### config.mk
export PLATFORM = sky130hd
export DESIGN_NAME = pata_cycle_timer
export DESIGN_NICKNAME = d
export VERILOG_FILES = /design/src/rtl/pata_tmg_pkg.sv /design/src/rtl/pata_tmg_regs.sv /design/src/rtl/pata_tmg_select.sv /design/src/rtl/pata_tmg_seq.sv /design/src/rtl/pata_cycle_timer.sv
export SDC_FILE = /design/constraint.sdc
export NUM_CORES = 1
export LEC_CHECK = 0
export CAP_MARGIN = 10
export CORE_MARGIN = 5
export CORE_UTILIZATION = 45
export DETAILED_ROUTE_END_ITERATION = 12
export PLACE_DENSITY = 0.68
export SKIP_CTS_REPAIR_TIMING = 1
export SYNTH_ARGS = -nofsm -noshare
export SYNTH_HDL_FRONTEND = slang
export SYNTH_SLANG_ARGS = --single-unit
### constraint.sdc
create_clock -name clk -period 4.9 [get_ports clk]
set_input_delay 1.47 -clock clk [delete_from_list [all_inputs] [get_ports clk]]
set_output_delay 1.47 -clock clk [all_outputs]
set_load 0.02 [all_outputs]
### src/rtl/pata_tmg_pkg.sv
package pata_tmg_pkg;

  typedef enum logic [1:0] {
    ST_IDLE    = 2'd0,
    ST_SETUP   = 2'd1,
    ST_STROBE  = 2'd2,
    ST_RECOVER = 2'd3
  } tmg_state_e;

  // Count table layout: strobe/recovery per set.
  localparam int NSETS    = 3;
  localparam int NSEL     = 2 * NSETS;
  localparam int SET_REG  = 0;
  localparam int SET_DATA = 1;
  localparam int SET_DMA  = 2;
  localparam int SEL_UDMA = 6;

  function automatic int ceil_div(input int num, input int den);
    return (num + den - 1) / den;
  endfunction

  // Strobe code N gives N+1 clocks of active strobe.
  function automatic int strobe_code(input int act_ns, input int clk_ns);
    return ceil_div(act_ns, clk_ns) - 1;
  endfunction

  // Recovery code R fills the cycle: total = (N+1) + R + 1 clocks.
  function automatic int recov_code(input int cyc_ns, input int act_ns, input int clk_ns);
    return ceil_div(cyc_ns, clk_ns) - ceil_div(act_ns, clk_ns) - 1;
  endfunction

endpackage

### src/rtl/pata_tmg_regs.sv
module pata_tmg_regs
  import pata_tmg_pkg::*;
#(
  parameter int CW          = 8,
  parameter int CLK_NS      = 20,
  parameter int PIO_CYC_NS  = 600,
  parameter int PIO_ACT_NS  = 165,
  parameter int REG_ACT_NS  = 290,
  parameter int DMA_CYC_NS  = 480,
  parameter int DMA_ACT_NS  = 215
) (
  input  logic                            clk,
  input  logic                            rst_n,
  input  logic                            cfg_we,
  input  logic [2:0]                      cfg_sel,
  input  logic                            cfg_dev,
  input  logic [CW-1:0]                   cfg_data,
  output logic [NSEL-1:0][1:0][CW-1:0]    tab_o,
  output logic [1:0]                      udma_en_o
);

  function automatic int reset_code(input int sel);
    case (sel)
      0:       return strobe_code(REG_ACT_NS, CLK_NS);
      1:       return recov_code(PIO_CYC_NS, REG_ACT_NS, CLK_NS);
      2:       return strobe_code(PIO_ACT_NS, CLK_NS);
      3:       return recov_code(PIO_CYC_NS, PIO_ACT_NS, CLK_NS);
      4:       return strobe_code(DMA_ACT_NS, CLK_NS);
      default: return recov_code(DMA_CYC_NS, DMA_ACT_NS, CLK_NS);
    endcase
  endfunction

  logic [CW-1:0] tab_q [NSEL][2];

  for (genvar s = 0; s < NSEL; s++) begin : g_sel
    for (genvar d = 0; d < 2; d++) begin : g_dev
      localparam logic [CW-1:0] RST_VAL = CW'(reset_code(s));
      logic hit;
      assign hit = cfg_we && (cfg_sel == 3'(s)) && (cfg_dev == 1'(d));

      always_ff @(posedge clk or negedge rst_n) begin
        if (!rst_n)   tab_q[s][d] <= RST_VAL;
        else if (hit) tab_q[s][d] <= cfg_data;
      end
      assign tab_o[s][d] = tab_q[s][d];

      AST_OTHER_DEV_KEPT: assert property (@(posedge clk) disable iff (!rst_n)
        (cfg_we && cfg_dev != 1'(d)) |=> $stable(tab_o[s][d]));
    end
  end

  for (genvar d = 0; d < 2; d++) begin : g_udma
    always_ff @(posedge clk or negedge rst_n) begin
      if (!rst_n)
        udma_en_o[d] <= 1'b0;
      else if (cfg_we && cfg_sel == 3'(SEL_UDMA) && cfg_dev == 1'(d))
        udma_en_o[d] <= cfg_data[0];
    end

    AST_UDMA_OTHER_KEPT: assert property (@(posedge clk) disable iff (!rst_n)
      (cfg_we && cfg_dev != 1'(d)) |=> $stable(udma_en_o[d]));
  end

endmodule

### src/rtl/pata_tmg_select.sv
module pata_tmg_select
  import pata_tmg_pkg::*;
#(
  parameter int CW = 8
) (
  input  logic [NSEL-1:0][1:0][CW-1:0] tab_i,
  input  logic [1:0]                   udma_en_i,
  input  logic                         req_dma,
  input  logic                         req_dev,
  input  logic                         req_ctl,
  input  logic [2:0]                   req_addr,
  output logic [CW-1:0]                stb_code,
  output logic [CW-1:0]                rcv_code,
  output logic                         skip
);

  int set_idx;

  always_comb begin
    if (req_dma)                           set_idx = SET_DMA;
    else if (!req_ctl && req_addr == 3'd0) set_idx = SET_DATA;
    else                                   set_idx = SET_REG;
    stb_code = tab_i[2*set_idx][req_dev];
    rcv_code = tab_i[2*set_idx+1][req_dev];
    skip     = req_dma && udma_en_i[req_dev];
  end

endmodule

### src/rtl/pata_tmg_seq.sv
module pata_tmg_seq
  import pata_tmg_pkg::*;
#(
  parameter int CW = 8,
  parameter int DW = 16
) (
  input  logic          clk,
  input  logic          rst_n,
  input  logic          req_valid,
  input  logic          req_dma,
  input  logic          req_write,
  input  logic          req_ctl,
  input  logic [2:0]    req_addr,
  input  logic [DW-1:0] req_wdata,
  input  logic [CW-1:0] stb_code,
  input  logic [CW-1:0] rcv_code,
  input  logic          skip,
  input  logic [DW-1:0] dd_in,
  output logic          req_ready,
  output logic          done,
  output logic [DW-1:0] rd_data,
  output logic [2:0]    ata_a,
  output logic          cs0_n,
  output logic          cs1_n,
  output logic          dior_n,
  output logic          diow_n,
  output logic          dmack_n,
  output logic [DW-1:0] dd_out,
  output logic          dd_oe
);

  tmg_state_e    state;
  logic [CW-1:0] cnt, rcv_l;
  logic          wr_l, dma_l, ctl_l;
  logic [DW-1:0] wd_l;

  // Named events for the assertions.
  logic accept, busy, stb_last, rcv_last;
  assign req_ready = (state == ST_IDLE);
  assign accept    = req_valid && req_ready;
  assign busy      = !req_ready;
  assign stb_last  = (state == ST_STROBE)  && (cnt == '0);
  assign rcv_last  = (state == ST_RECOVER) && (cnt == '0);

  always_ff @(posedge clk or negedge rst_n) begin
    if (!rst_n) begin
      state   <= ST_IDLE;
      cnt     <= '0;
      rcv_l   <= '0;
      wr_l    <= 1'b0;
      dma_l   <= 1'b0;
      ctl_l   <= 1'b0;
      ata_a   <= '0;
      wd_l    <= '0;
      done    <= 1'b0;
      rd_data <= '0;
    end else begin
      done <= (accept && skip) || rcv_last;
      case (state)
        ST_IDLE: if (accept && !skip) begin
          state <= ST_SETUP;
          cnt   <= stb_code;
          rcv_l <= rcv_code;
          wr_l  <= req_write;
          dma_l <= req_dma;
          ctl_l <= req_ctl;
          ata_a <= req_addr;
          wd_l  <= req_wdata;
        end
        ST_SETUP: state <= ST_STROBE;
        ST_STROBE: begin
          if (stb_last) begin
            state <= ST_RECOVER;
            cnt   <= rcv_l;
            if (!wr_l) rd_data <= dd_in;
          end else begin
            cnt <= cnt - 1'b1;
          end
        end
        ST_RECOVER: begin
          if (rcv_last) state <= ST_IDLE;
          else          cnt   <= cnt - 1'b1;
        end
        default: state <= ST_IDLE;
      endcase
    end
  end

  assign cs0_n   = !(busy && !dma_l && !ctl_l);
  assign cs1_n   = !(busy && !dma_l && ctl_l);
  assign dmack_n = !(busy && dma_l);
  assign dior_n  = !((state == ST_STROBE) && !wr_l);
  assign diow_n  = !((state == ST_STROBE) && wr_l);
  assign dd_oe   = busy && wr_l;
  assign dd_out  = wd_l;

  AST_ONE_STROBE: assert property (@(posedge clk) disable iff (!rst_n)
    !(!dior_n && !diow_n));
  AST_SETUP_FIRST: assert property (@(posedge clk) disable iff (!rst_n)
    $fell(dior_n && diow_n) |-> ($stable(ata_a) && $stable({cs0_n, cs1_n, dmack_n}) && !$past(req_ready)));
  AST_BUS_HELD: assert property (@(posedge clk) disable iff (!rst_n)
    (busy && $past(busy)) |-> ($stable(ata_a) && $stable({cs0_n, cs1_n, dmack_n}) && $stable(dd_out)));
  AST_DONE_WHEN_IDLE: assert property (@(posedge clk) disable iff (!rst_n)
    done |-> req_ready);
  AST_DONE_SINGLE: assert property (@(posedge clk) disable iff (!rst_n)
    (done && !accept) |=> !done);
  AST_NO_STROBE_IDLE: assert property (@(posedge clk) disable iff (!rst_n)
    req_ready |-> (dior_n && diow_n));

endmodule

### src/rtl/pata_cycle_timer.sv
module pata_cycle_timer
  import pata_tmg_pkg::*;
#(
  parameter int CW          = 8,
  parameter int DW          = 16,
  parameter int CLK_NS      = 20,
  parameter int PIO_CYC_NS  = 600,
  parameter int PIO_ACT_NS  = 165,
  parameter int REG_ACT_NS  = 290,
  parameter int DMA_CYC_NS  = 480,
  parameter int DMA_ACT_NS  = 215
) (
  input  logic          clk,
  input  logic          rst_n,
  input  logic          cfg_we,
  input  logic [2:0]    cfg_sel,
  input  logic          cfg_dev,
  input  logic [CW-1:0] cfg_data,
  input  logic          req_valid,
  input  logic          req_dma,
  input  logic          req_write,
  input  logic          req_dev,
  input  logic          req_ctl,
  input  logic [2:0]    req_addr,
  input  logic [DW-1:0] req_wdata,
  output logic          req_ready,
  output logic          done,
  output logic [DW-1:0] rd_data,
  output logic [2:0]    ata_a,
  output logic          ata_cs0_n,
  output logic          ata_cs1_n,
  output logic          ata_dior_n,
  output logic          ata_diow_n,
  output logic          ata_dmack_n,
  output logic [DW-1:0] ata_dd_out,
  output logic          ata_dd_oe,
  input  logic [DW-1:0] ata_dd_in
);

  logic [NSEL-1:0][1:0][CW-1:0] tab;
  logic [1:0]                   udma_en;
  logic [CW-1:0]                stb_code, rcv_code;
  logic                         skip;

  pata_tmg_regs #(
    .CW(CW), .CLK_NS(CLK_NS), .PIO_CYC_NS(PIO_CYC_NS), .PIO_ACT_NS(PIO_ACT_NS),
    .REG_ACT_NS(REG_ACT_NS), .DMA_CYC_NS(DMA_CYC_NS), .DMA_ACT_NS(DMA_ACT_NS)
  ) u_regs (
    .clk(clk), .rst_n(rst_n), .cfg_we(cfg_we), .cfg_sel(cfg_sel),
    .cfg_dev(cfg_dev), .cfg_data(cfg_data), .tab_o(tab), .udma_en_o(udma_en)
  );

  pata_tmg_select #(.CW(CW)) u_sel (
    .tab_i(tab), .udma_en_i(udma_en), .req_dma(req_dma), .req_dev(req_dev),
    .req_ctl(req_ctl), .req_addr(req_addr), .stb_code(stb_code),
    .rcv_code(rcv_code), .skip(skip)
  );

  pata_tmg_seq #(.CW(CW), .DW(DW)) u_seq (
    .clk(clk), .rst_n(rst_n), .req_valid(req_valid), .req_dma(req_dma),
    .req_write(req_write), .req_ctl(req_ctl), .req_addr(req_addr),
    .req_wdata(req_wdata), .stb_code(stb_code), .rcv_code(rcv_code),
    .skip(skip), .dd_in(ata_dd_in), .req_ready(req_ready), .done(done),
    .rd_data(rd_data), .ata_a(ata_a), .cs0_n(ata_cs0_n), .cs1_n(ata_cs1_n),
    .dior_n(ata_dior_n), .diow_n(ata_diow_n), .dmack_n(ata_dmack_n),
    .dd_out(ata_dd_out), .dd_oe(ata_dd_oe)
  );

endmodule

Word level (Yosys, flattened, before mapping)
Cells that the tools add are included.
{ "totals": {"regBits": 155, "latch_bits": 0, "ramBits": 0, "romBits": 0, "in_bits": 55, "out_inout_bits": 43, "elab_cells": 122, "mem_count": 0} }
{ "classes": {"addsub": 2, "multipliers": 0, "div": 0, "n_lt_le_gt_ge": 3, "eq_ne": 13, "shifts": 0, "muxes": 22, "bitwise": 2, "reduce_logical": 56} }
{ "op_table": {"columns": ["cell", "count"], "rows": [
  ["32-bit by 5-bit < comparator with 1-bit output, second input constant", 2],
  ["16-bit 2-to-1 mux", 4],
  ["8-bit 2-to-1 mux", 7],
  ["16-bit binary-select mux with 3-bit select", 1],
  ["1-bit logical AND", 35],
  ["32-bit by 2-bit adder with 32-bit output, second input constant", 1],
  ["16-bit binary-select mux with 2-bit select", 1],
  ["31-bit 2-to-1 mux", 1],
  ["8-bit case mux with 3 select lines", 1],
  ["1-bit logical NOT", 11],
  ["3-bit equality test, second input constant", 3],
  ["3-bit AND reduction", 3],
  ["8-bit logical NOT", 1],
  ["2-bit case mux with 4 select lines", 1],
  ["8-bit by 1-bit subtractor with 8-bit output, second input constant", 1],
  ["3-bit by 2-bit equality test with 1-bit output, second input constant", 2],
  ["3-bit logical NOT", 2],
  ["2-bit 2-to-1 mux", 3],
  ["2-bit equality test, second input constant", 2],
  ["2-bit by 1-bit != test with 1-bit output, second input constant", 2],
  ["2-bit != test, second input constant", 2],
  ["3-bit by 1-bit equality test with 1-bit output, second input constant", 1],
  ["1-bit 2-to-1 mux", 3],
  ["3-bit nonzero test", 1],
  ["other kinds (6)", 7]
]} }

Depth between registers and ports, before layout
Gate-level depths: netlist (run 1).
{ "depth": {"ltp_word": 11, "mapped_depth": 9, "depth_no_buf": 7} }

Modules after synthesis
A second synthesis (run 1) with hierarchy kept.
{ "unflattened": {"cells_unflattened": 533, "area_unflattened_um2": 7393.3} }
{ "modules_own_cells": {"columns": ["mod", "instances", "cells_per_inst", "area_each_um2", "seq_area_each_um2"], "rows": [
  ["pata_tmg_regs", 1, 232, 3781.1, 2484.9],
  ["pata_tmg_seq", 1, 205, 2671.3, 1426.4],
  ["pata_tmg_select", 1, 96, 940.9, 0.0]
]} }

Least setup slack after synthesis (run 1)
Ideal clock, no wire load.
{ "synth_path": {"path_type": "input to register", "from": "in req_addr[2]", "to": "reg u_seq.rcv_l[1]", "setup_time_ns": 0.132, "arrival_time_ns": 2.891, "required_time_ns": 4.768, "path_slack_ns": 1.877, "stages": 5, "path_buffers": 1, "cell_sequence": "nor4_4 buf_2 mux4_2 o21ai_0 o21ai_1"} }
{ "synth_via": {"elab_chain_cells": 10} }
{ "synth_rtl": {"columns": ["item", "line", "text"], "rows": [
  ["start: declaration", "pata_cycle_timer.sv:24", "input logic [2:0] req_addr,"],
  ["3-bit logical NOT", "pata_tmg_select.sv:21", "else if (!req_ctl && req_addr == 3'd0) set_idx = SET_DATA;"],
  ["1-bit logical AND", "pata_tmg_select.sv:21", null],
  ["1-bit 2-to-1 mux", "pata_tmg_select.sv:21", null],
  ["31-bit 2-to-1 mux", "pata_tmg_select.sv:20", "if (req_dma) set_idx = SET_DMA;"],
  ["32-bit by 2-bit adder with 32-bit output", "pata_tmg_select.sv:24", "rcv_code = tab_i[2*set_idx+1][req_dev];"],
  ["16-bit binary-select mux with 3-bit select", "pata_tmg_select.sv:24", null],
  ["16-bit 2-to-1 mux (not written as such) (2 in series)", "pata_tmg_select.sv:24", null],
  ["8-bit 2-to-1 mux (not written as such) (2 in series)", "pata_tmg_select.sv:24", null],
  ["end signal: assignment", "pata_tmg_seq.sv:63", "rcv_l <= rcv_code;"],
  ["end: declaration", "pata_tmg_seq.sv:33", "logic [CW-1:0] cnt, rcv_l;"]
]} }
Every way passes these cells. The select of a mux whose other input is x is not followed.
A chain may end at the register's enable or synchronous reset.

Worst setup path after layout (run 1)
{ "layout_path": {"from": "reg u_seq.state[0]", "to": "out ata_cs0_n"} }
{ "layout_via": {"elab_chain_cells": 5} }
{ "layout_rtl": {"columns": ["item", "line", "text"], "rows": [
  ["start: declaration", "pata_tmg_seq.sv:32", "tmg_state_e state;"],
  ["start signal: assignment", "pata_tmg_seq.sv:47", "state <= ST_IDLE;"],
  ["start signal: assignment", "pata_tmg_seq.sv:61", "state <= ST_SETUP;"],
  ["start signal: assignment", "pata_tmg_seq.sv:70", "ST_SETUP: state <= ST_STROBE;"],
  ["2-bit logical NOT", "pata_tmg_seq.sv:39", "assign req_ready = (state == ST_IDLE);"],
  ["1-bit logical NOT", "pata_tmg_seq.sv:41", "assign busy = !req_ready;"],
  ["1-bit logical AND (2 in series)", "pata_tmg_seq.sv:89", "assign cs0_n = !(busy && !dma_l && !ctl_l);"],
  ["1-bit logical NOT", "pata_tmg_seq.sv:89", null],
  ["end: declaration", "pata_cycle_timer.sv:30", "output logic ata_cs0_n,"]
]} }
Every way passes these cells.

==> results of run 1 <==
## metal layers
metal	routed length, um	global-route usage	part of all wire	vias to the layer above
met2	7612	0.2970	0.47	142
li1	-	-	-	2255
met5	0	0	0	-
met1	7483	0.2495	0.46	2425
met3	987	0.04198	0.060	22
met4	260	0.07167	0.016	0
## synth_stat cells (2+ instances only)
cell	count
nor2b_1	8
nand3b_1	7
dfrtp_1	129
nor3_2	2
dfstp_2	26
o41ai_1	2
inv_1	7
and3_1	2
or3_1	3
clkbuf_1	24
nand4_1	3
buf_1	3
a31oi_1	7
o21ai_1	8
nor3_1	2
nand2b_1	4
a22oi_1	3
buf_2	3
nor2_1	19
mux2i_1	18
mux4_2	8
nand3_1	9
a21oi_1	6
mux2_1	4
a32o_1	3
xnor2_1	2
ha_1	6
a221o_1	4
mux2_2	114
nand2_1	106
o21ai_0	13
a211oi_1	6
## per-stage QoR
stage	instances	worst slack (ns)	hold WS, ns	power, mW
CTS	904	1.231	0.4764	5.059
finish	905	1.255	0.4681	5.022
global route	905	1.161	0.4893	5.304
detailed placement	872	1.179	0.4616	3.714
global placement	872	1.268	0.4563	3.644
floorplan	582	1.877	0.4554	3.026
## kinds of logic after synthesis
family / count (synthesis) / synth area share
simple gates: 174 / 0.1168
flops: 155 / 0.5506
mux: 144 / 0.2378
compound gates: 64 / 0.06166
buf+inv: 37 / 0.02008
fa+ha+maj: 6 / 0.01057
xor+xnor: 2 / 0.002467
## sequential cells by signal (all words and copies together) (netlist names), 2 cells and up
name	flops
u_seq.cnt	8
u_seq.ata_a	3
u_regs.udma_en_o	2
u_regs.tab_o	96
u_seq.rcv_l	8
u_seq.dd_out	16
u_seq.rd_data	16
u_seq.state	2
## power by group through the flow
stage	logic [mW]	clock network, mW	registers [mW]
6_report	1.70	1.33	1.99
5_1_grt	1.85	1.42	2.04
4_1_cts	1.71	1.36	1.99
3_5_place_dp	1.71	0	2.01
3_3_place_gp	1.66	0	1.98
2_1_floorplan	0.914	0	2.11
## critical path, stage by stage (launching register included)
cell             delay, ns
dfrtp_1               0.40
inv_1                 0.08
ha_1                  0.33
or3_1                 0.40
clkdlybuf4s50_1       0.54
## path summary, 6_finish.rpt
check / slack [ns] / endpoint / cells past startpoint
min in group asynchronous: 1.14 / u_seq.dd_out[15] / 1
max in group asynchronous: 2.71 / u_seq.done / 2
worst max register to register: 2.33 / u_seq.cnt[2] / 7
worst min register to register: 0.47 / u_seq.dd_out[4] / 2
worst max-delay path: 1.25 / ata_cs0_n / 4
worst min-delay path: 0.47 / u_seq.dd_out[4] / 2
## area by class of cell
class / count / area (um2)
clock buffers: 25 / 485.5
repair buffers: 105 / 1032
fillers: 1327 / 6764
inverters: 7 / 26.28
multi-input cells: 390 / 3053
flip-flops and latches: 155 / 3911
well taps: 216 / 270.3
clock inverters: 7 / 112.6
==> out/metrics.yaml, run 1 <==
power:
  vdd_ir_drop_max_uv: 250.1
  power.internal_mw: 3.419
  pwr-share-clk: 0.266
  pwr-share-comb: 0.339
  swShare: 0.3191
  netSwitchingPower_mw: 1.602
  power_leakage_nw: 3.790
  pwr-share-seq: 0.396
  power_density_mw_per_mm2: 564.8
clock_network:
  clock_latency_ns: 0.43
  cts_root_buf: "clkbuf_16"
  cts.sinks: 155
  cts_tree: "done"
  htree_num_levels: 4
  clkTransAtPathRegs_ns: 0.06
  cts_inserted_buffers: 17
  clock_path_buffers: 2
layout:
  antenna_cells: 0
  final_area_mm2: 0.008891
  nNetsFinal: 737
  final_common_cell: "dfrtp_1"
  final_cell_mix: "dfrtp_1 (129), mux2_2 (114), nand2_1 (106)"
  area_growth_pct: 25.17
  final_core_util: 0.5679
  drive_gt1_frac: 0.2801
synthesis:
  synth_edf_count: 0
  ys_ff_latch: 155
  syn_nets: 643
  synth_cell_type_count: 53
  synth_top_area_frac: 0.4545
  ys_seq_area_frac: 0.5506
  avgSynthCellArea_um2: 12.20
  yosys.area.top_type: "dfrtp_1"
  synthArstFlopShare: 1.000
  synthCells: 582
  yosys_warnings: 0
  synth_area_mm2: 0.007103
  ys_top_cells_by_area: "dfrtp_1 (45%), mux2_2 (18%), dfstp_2 (9.6%)"
  ys.flop_type: "dfrtp_1"
setup_path:
  crit_path_end_kind: "primary output"
  path_max_fanout: 11
  cp-start-kind: "flip-flop"
  required_ns: 3.43
  r2r-start: "u_seq.state[0]"
  cp.arrival_ns: 2.18
  crit_path_start: "u_seq.state[0]"
  crit_type: "flip-flop to primary output"
placed_design:
  placed_cell_area_mm2: 0.008285
  place.port_buffers: 97
  gp_congestion: 0.8626
  dp_hpwl_um: 11390
sta:
  min_period_over_period: 0.7439
  rsz0062_at_grt: "false"
  min_period_ns: 3.645
  finalSetupTns_ns: 0
  relSlewSlack: 0.2717
  fmaxAchievable_ghz: 0.2743
  finalHoldViolations: 0
  setup-violations-final: 0
  skew_ns: 0.02030
  worst_slew_pin_slew_ns: 1.092
  final_max_slew_viol_count: 0
drt:
  via_per_inst: 5.352
  post-route-drc-count: 0
  dr.pass1.iters: 5
  wl_per_cell_um: 18.06
  dr_total_vias: 4844
  totalWireLength_um: 16340
  drtIter0Drc: 300
  ant_nets: 0
global_routing:
  grt_overflow: 0
  antenna_found_initial: 0
  grt_max_degree: 116
  track_usage: 0.1863
  grt_pass1_wl_um: 26680
  grt_pass1_vias: 5065
min_path:
  hold_start: "u_seq.dd_out[4]"
  hp-class: "flip-flop to flip-flop"
floorplan:
  start_util: 0.4537
  die-area_mm2: 0.01840
  io_pins: 98
  die_h_um: 135.6
  die_w_um: 135.6
  row_count: 46
  coreArea_mm2: 0.01566
outcome:
  outcome: "completed"
run:
  maxCapViolations: 0
Power figures use the tool's default switching activity.
==> inputs of run 2 (changes only) <==
--- a/config.mk
+++ b/config.mk
@@ -9,7 +9,7 @@
 export CORE_MARGIN = 5
 export CORE_UTILIZATION = 45
 export DETAILED_ROUTE_END_ITERATION = 12
-export PLACE_DENSITY = 0.68
+export PLACE_DENSITY = 0.7
 export SKIP_CTS_REPAIR_TIMING = 1
 export SYNTH_ARGS = -nofsm -noshare
 export SYNTH_HDL_FRONTEND = slang
==> constraint.sdc (replaced) <==
create_clock -name clk -period 3.05 [get_ports clk]
set_input_delay 0.915 -clock clk [delete_from_list [all_inputs] [get_ports clk]]
set_output_delay 0.915 -clock clk [all_outputs]
set_load 0.02 [all_outputs]
==> out/metrics.yaml, run 2 (synthesized netlist as in run 1, its figures left out) <==
outcome:
  outcome: "completed"
setup_path:
  cp.arrival_ns: 2.04
  r2r-start: "u_seq.state[0]"
  cp-start-kind: "flip-flop"
  crit_slowest_cell: "clkdlybuf4s50_1"
  worstRegToRegCells: 7
  crit_end: "ata_dd_oe"
  max_stage_delay_ns: 0.61
  crit_path_end_kind: "primary output"
  cp_cell_sequence: "inv_1 > ha_1 > buf_4 > nor2b_1 > clkdlybuf4s50_1"
  crit_path_start: "u_seq.state[0]"
  crit_type: "flip-flop to primary output"
  path_max_fanout: 8
  required_ns: 2.13
  r2r_end: "u_seq.cnt[5]"
  reg2reg_setup_slack_ns: 0.78
drt:
  drtIter0Drc: 253
  wl_per_cell_um: 18.27
  post-route-drc-count: 0
  ant_nets: 0
  totalWireLength_um: 16880
  dr_total_vias: 4955
  via_per_inst: 5.363
  dr.pass1.iters: 5
sta:
  final_max_slew_viol_count: 0
  min_period_over_period: 0.9679
  fmaxAchievable_ghz: 0.3387
  worst_hold_slack_ns: 0.4747
  setup-violations-final: 0
  layout_setup_ws_ns: 0.09796
  min_period_ns: 2.952
  worst_slew_pin_slew_ns: 0.6330
  rsz0062_at_grt: "false"
  finalSetupTns_ns: 0
  relSlewSlack: 0.5780
  finalHoldViolations: 0
  skew_ns: 0.007841
global_routing:
  grt_overflow: 0
  grt_max_degree: 68
  grt_pass1_vias: 5341
  grt_pass1_wl_um: 27790
  track_usage: 0.1936
  antenna_found_initial: 0
clock_network:
  cts_inserted_buffers: 17
  clock_path_buffers: 2
  cts_tree: "done"
  cts.sinks: 155
  clock_latency_ns: 0.43
  cts_root_buf: "clkbuf_16"
  htree_num_levels: 4
  clkTransAtPathRegs_ns: 0.06
floorplan:
  die-area_mm2: 0.01840
  die_h_um: 135.6
  start_util: 0.4537
  coreArea_mm2: 0.01566
  row_count: 46
  die_w_um: 135.6
  io_pins: 98
power:
  power_leakage_nw: 3.902
  power_density_mw_per_mm2: 900.6
  vdd_ir_drop_max_uv: 449.2
layout:
  nNetsFinal: 756
  drive_gt1_frac: 0.3051
  final_common_cell: "dfrtp_1"
  final_cell_mix: "dfrtp_1 (129), mux2_2 (114), nand2_1 (106)"
  area_growth_pct: 27.87
  largest_reg_flops: 96
  antenna_cells: 0
  nFillCells: 1293
min_path:
  hp-class: "input pin to async pin"
placed_design:
  gp_congestion: 0.9006
  place.port_buffers: 97
  dp_hpwl_um: 12160
  pre_cts_ws_ns: 0.09371
run:
  maxCapViolations: 0
## run 2: cell types whose count changed in the layout (fill, tap and decap cells not counted), sizes merged
| cell | previous run | this run |
|---|---|---|
| dlymetal6s2s | 0 | 1 |
| clkdlybuf4s50 | 96 | 95 |
| inv | 7 | 10 |
| clkinv | 3 | 4 |
| clkinvlp | 1 | 2 |
| buf | 9 | 28 |
| clkbuf | 25 | 20 |
## run 2: worst min-delay path by stage
stage                      from               end  slack [ns]  cells after the start
5_1_grt         u_seq.dd_out[3]   u_seq.dd_out[3]        0.50                      2
4_1_cts        u_seq.dd_out[10]  u_seq.dd_out[10]        0.48                      2
6_report                  rst_n  u_seq.dd_out[13]        0.47                      1
3_5_place_dp   u_seq.dd_out[10]  u_seq.dd_out[10]        0.46                      2
2_1_floorplan    u_seq.rcv_l[4]    u_seq.rcv_l[4]        0.46                      2
3_3_place_gp   u_seq.dd_out[10]  u_seq.dd_out[10]        0.46                      2
## run 2: report_power, final
| part | switching (mW) | total [mW] | leakage [nW] | internal [mW] |
|---|---|---|---|---|
| Sequential | 0.425 | 3.21 | 1.85 | 2.78 |
| Clock | 0.849 | 2.19 | 0.298 | 1.34 |
| Combinational | 1.38 | 2.78 | 1.75 | 1.40 |
## run 2: metal layers
layer  GRT usage  wire, um  share of wire
met5           0         0              0
met4     0.05823       310          0.018
met3     0.05312      1035          0.061
met2      0.3122      8013           0.47
met1      0.2571      7525           0.45
## run 2: worst max-delay path, delay by kind of cell (launching register included)
kind	cells	cell delay [ns]
buffers and inverters	3	0.87
flip-flops	1	0.41
AND/OR/NAND/NOR	1	0.10
adder cells (fa/ha/maj)	1	0.23
## run 2: final cells by class
type,instances,area (um2),area share
repair buffers,124,1202,0.1324
clock buffers,20,456.7,0.05028
clock inverters,12,162.7,0.01791
flip-flops and latches,155,3911,0.4306
well taps,216,270.3,0.02976
multi-input cells,390,3053,0.3361
inverters,7,26.28,0.002893
## run 2: metrics by stage
| stage | std cells | area, um2 | power, mW | utilization |
|---|---|---|---|---|
| after floorplan | 582 | 7103 | 4.861 | - |
| after global placement | 892 | 8461 | 5.908 | 0.5404 |
| after detailed placement | 892 | 8461 | 6.039 | 0.5404 |
| after CTS | 924 | 9080 | 8.252 | 0.5800 |
| after global routing | 924 | 9082 | 8.656 | 0.5802 |
| final | 924 | 9082 | 8.180 | 0.5802 |
==> inputs of run 3 (changes only) <==
--- a/config.mk
+++ b/config.mk
@@ -6,7 +6,6 @@
 export NUM_CORES = 1
 export LEC_CHECK = 0
 export CAP_MARGIN = 10
-export CORE_MARGIN = 5
 export CORE_UTILIZATION = 45
 export DETAILED_ROUTE_END_ITERATION = 12
 export PLACE_DENSITY = 0.7
==> out/metrics.yaml, run 3 (synthesized netlist as in run 1, its figures left out) <==
outcome:
  outcome: "completed"
sta:
  layout_setup_ws_ns: 0.06454
  finalSetupTns_ns: 0
  min_period_over_period: 0.9788
  rsz0062_at_grt: "false"
  worst_slew_pin_slew_ns: 0.6456
  setup-violations-final: 0
  min_period_ns: 2.985
  fmaxAchievable_ghz: 0.3350
  final_max_slew_viol_count: 0
  finalHoldViolations: 0
  relSlewSlack: 0.5696
  skew_ns: 0.007523
clock_network:
  clkTransAtPathRegs_ns: 0.06
  clock_latency_ns: 0.42
  cts.sinks: 155
  cts_inserted_buffers: 17
  htree_num_levels: 4
  cts_root_buf: "clkbuf_16"
  clock_path_buffers: 2
  cts_tree: "done"
floorplan:
  die_w_um: 127.6
  die-area_mm2: 0.01629
  row_count: 45
  start_util: 0.4638
  io_pins: 98
  coreArea_mm2: 0.01531
  die_h_um: 127.6
layout:
  area_growth_pct: 26.92
  nNetsFinal: 755
  seqCellArea_mm2: 0.003911
  final_common_cell: "dfrtp_1"
  largest_reg_flops: 96
  nFillCells: 1279
  final_cell_mix: "dfrtp_1 (129), mux2_2 (114), nand2_1 (106)"
  instances_no_fill: 918
  antenna_cells: 0
  multiInputGateArea_mm2: 0.003053
  drive_gt1_frac: 0.3055
placed_design:
  gp_congestion: 0.9232
  dp_hpwl_um: 11300
  place.port_buffers: 97
  pre_cts_ws_ns: 0.06205
  post-place-cells: 886
run:
  maxCapViolations: 0
drt:
  dr_total_vias: 4988
  dr.pass1.iters: 4
  post-route-drc-count: 0
  via_per_inst: 5.434
  drtIter0Drc: 272
  ant_nets: 0
  wl_per_cell_um: 17.72
  totalWireLength_um: 16260
setup_path:
  required_ns: 2.13
  path_max_fanout: 4
  reg2reg_setup_slack_ns: 0.84
  cp.arrival_ns: 2.07
  crit_type: "flip-flop to primary output"
  crit_path_end_kind: "primary output"
  cp-start-kind: "flip-flop"
global_routing:
  grt_pass1_wl_um: 26390
  grt_pass1_vias: 5044
  antenna_found_initial: 0
  grt_overflow: 0
  track_usage: 0.2133
  grt_max_degree: 70
power:
  power_density_mw_per_mm2: 886.9
  power_leakage_nw: 3.868
  vdd_ir_drop_max_uv: 456.1
min_path:
  hp-class: "input pin to async pin"
run 3: power by group:
part | switching [mW] | internal (mW) | leakage, nW
Combinational | 1.37 | 1.40 | 1.74
Sequential | 0.420 | 2.78 | 1.85
Clock | 0.889 | 1.14 | 0.273
run 3: final cells by class:
class | instances | share of cell area
Inverter | 7 | 0.002915
Clock inverter | 15 | 0.01582
Sequential cell | 155 | 0.4339
Tap cell | 211 | 0.02929
Timing Repair Buffer | 123 | 0.1323
Multi-Input combinational cell | 390 | 0.3387
Clock buffer | 17 | 0.04719
run 3: worst max-delay path: stages (launching register included):
cell,delay (ns)
dfrtp_1,0.41
inv_1,0.08
ha_1,0.23
or3_1,0.37
clkdlybuf4s50_1,0.55
run 3: path summary, 6_finish.rpt:
kind | start | to | depth (start not counted)
worst max-delay path | u_seq.state[0] | ata_cs0_n | 4
worst min-delay path | rst_n | u_seq.dd_out[14] | 1
worst max register to register | u_seq.state[0] | u_seq.cnt[2] | 6
worst min register to register | u_seq.dd_out[11] | u_seq.dd_out[11] | 2
max in group asynchronous | rst_n | u_regs.tab_o[25] | 2
min in group clk | u_seq.dd_out[11] | u_seq.dd_out[11] | 2
run 3: metrics by stage:
step	hold WS [ns]	total power [mW]	util	instance area, um2
detailed placement	0.4634	6.013	0.5516	8447
CTS	0.4803	8.052	0.5886	9015
finish	0.4721	7.995	0.5886	9015
global route	0.5114	8.459	0.5886	9015
global placement	0.4570	5.887	0.5516	8447
floorplan	0.4554	4.861	-	7103
run 3: metal layers:
layer,up-vias,part of all wire,global-route usage,wire length [um]
met2,150,0.47,0.3449,7681
met4,0,0.015,0.07336,239
met1,2525,0.46,0.2885,7484
met3,18,0.053,0.04229,858
met5,-,0,0,0
li1,2295,-,-,-
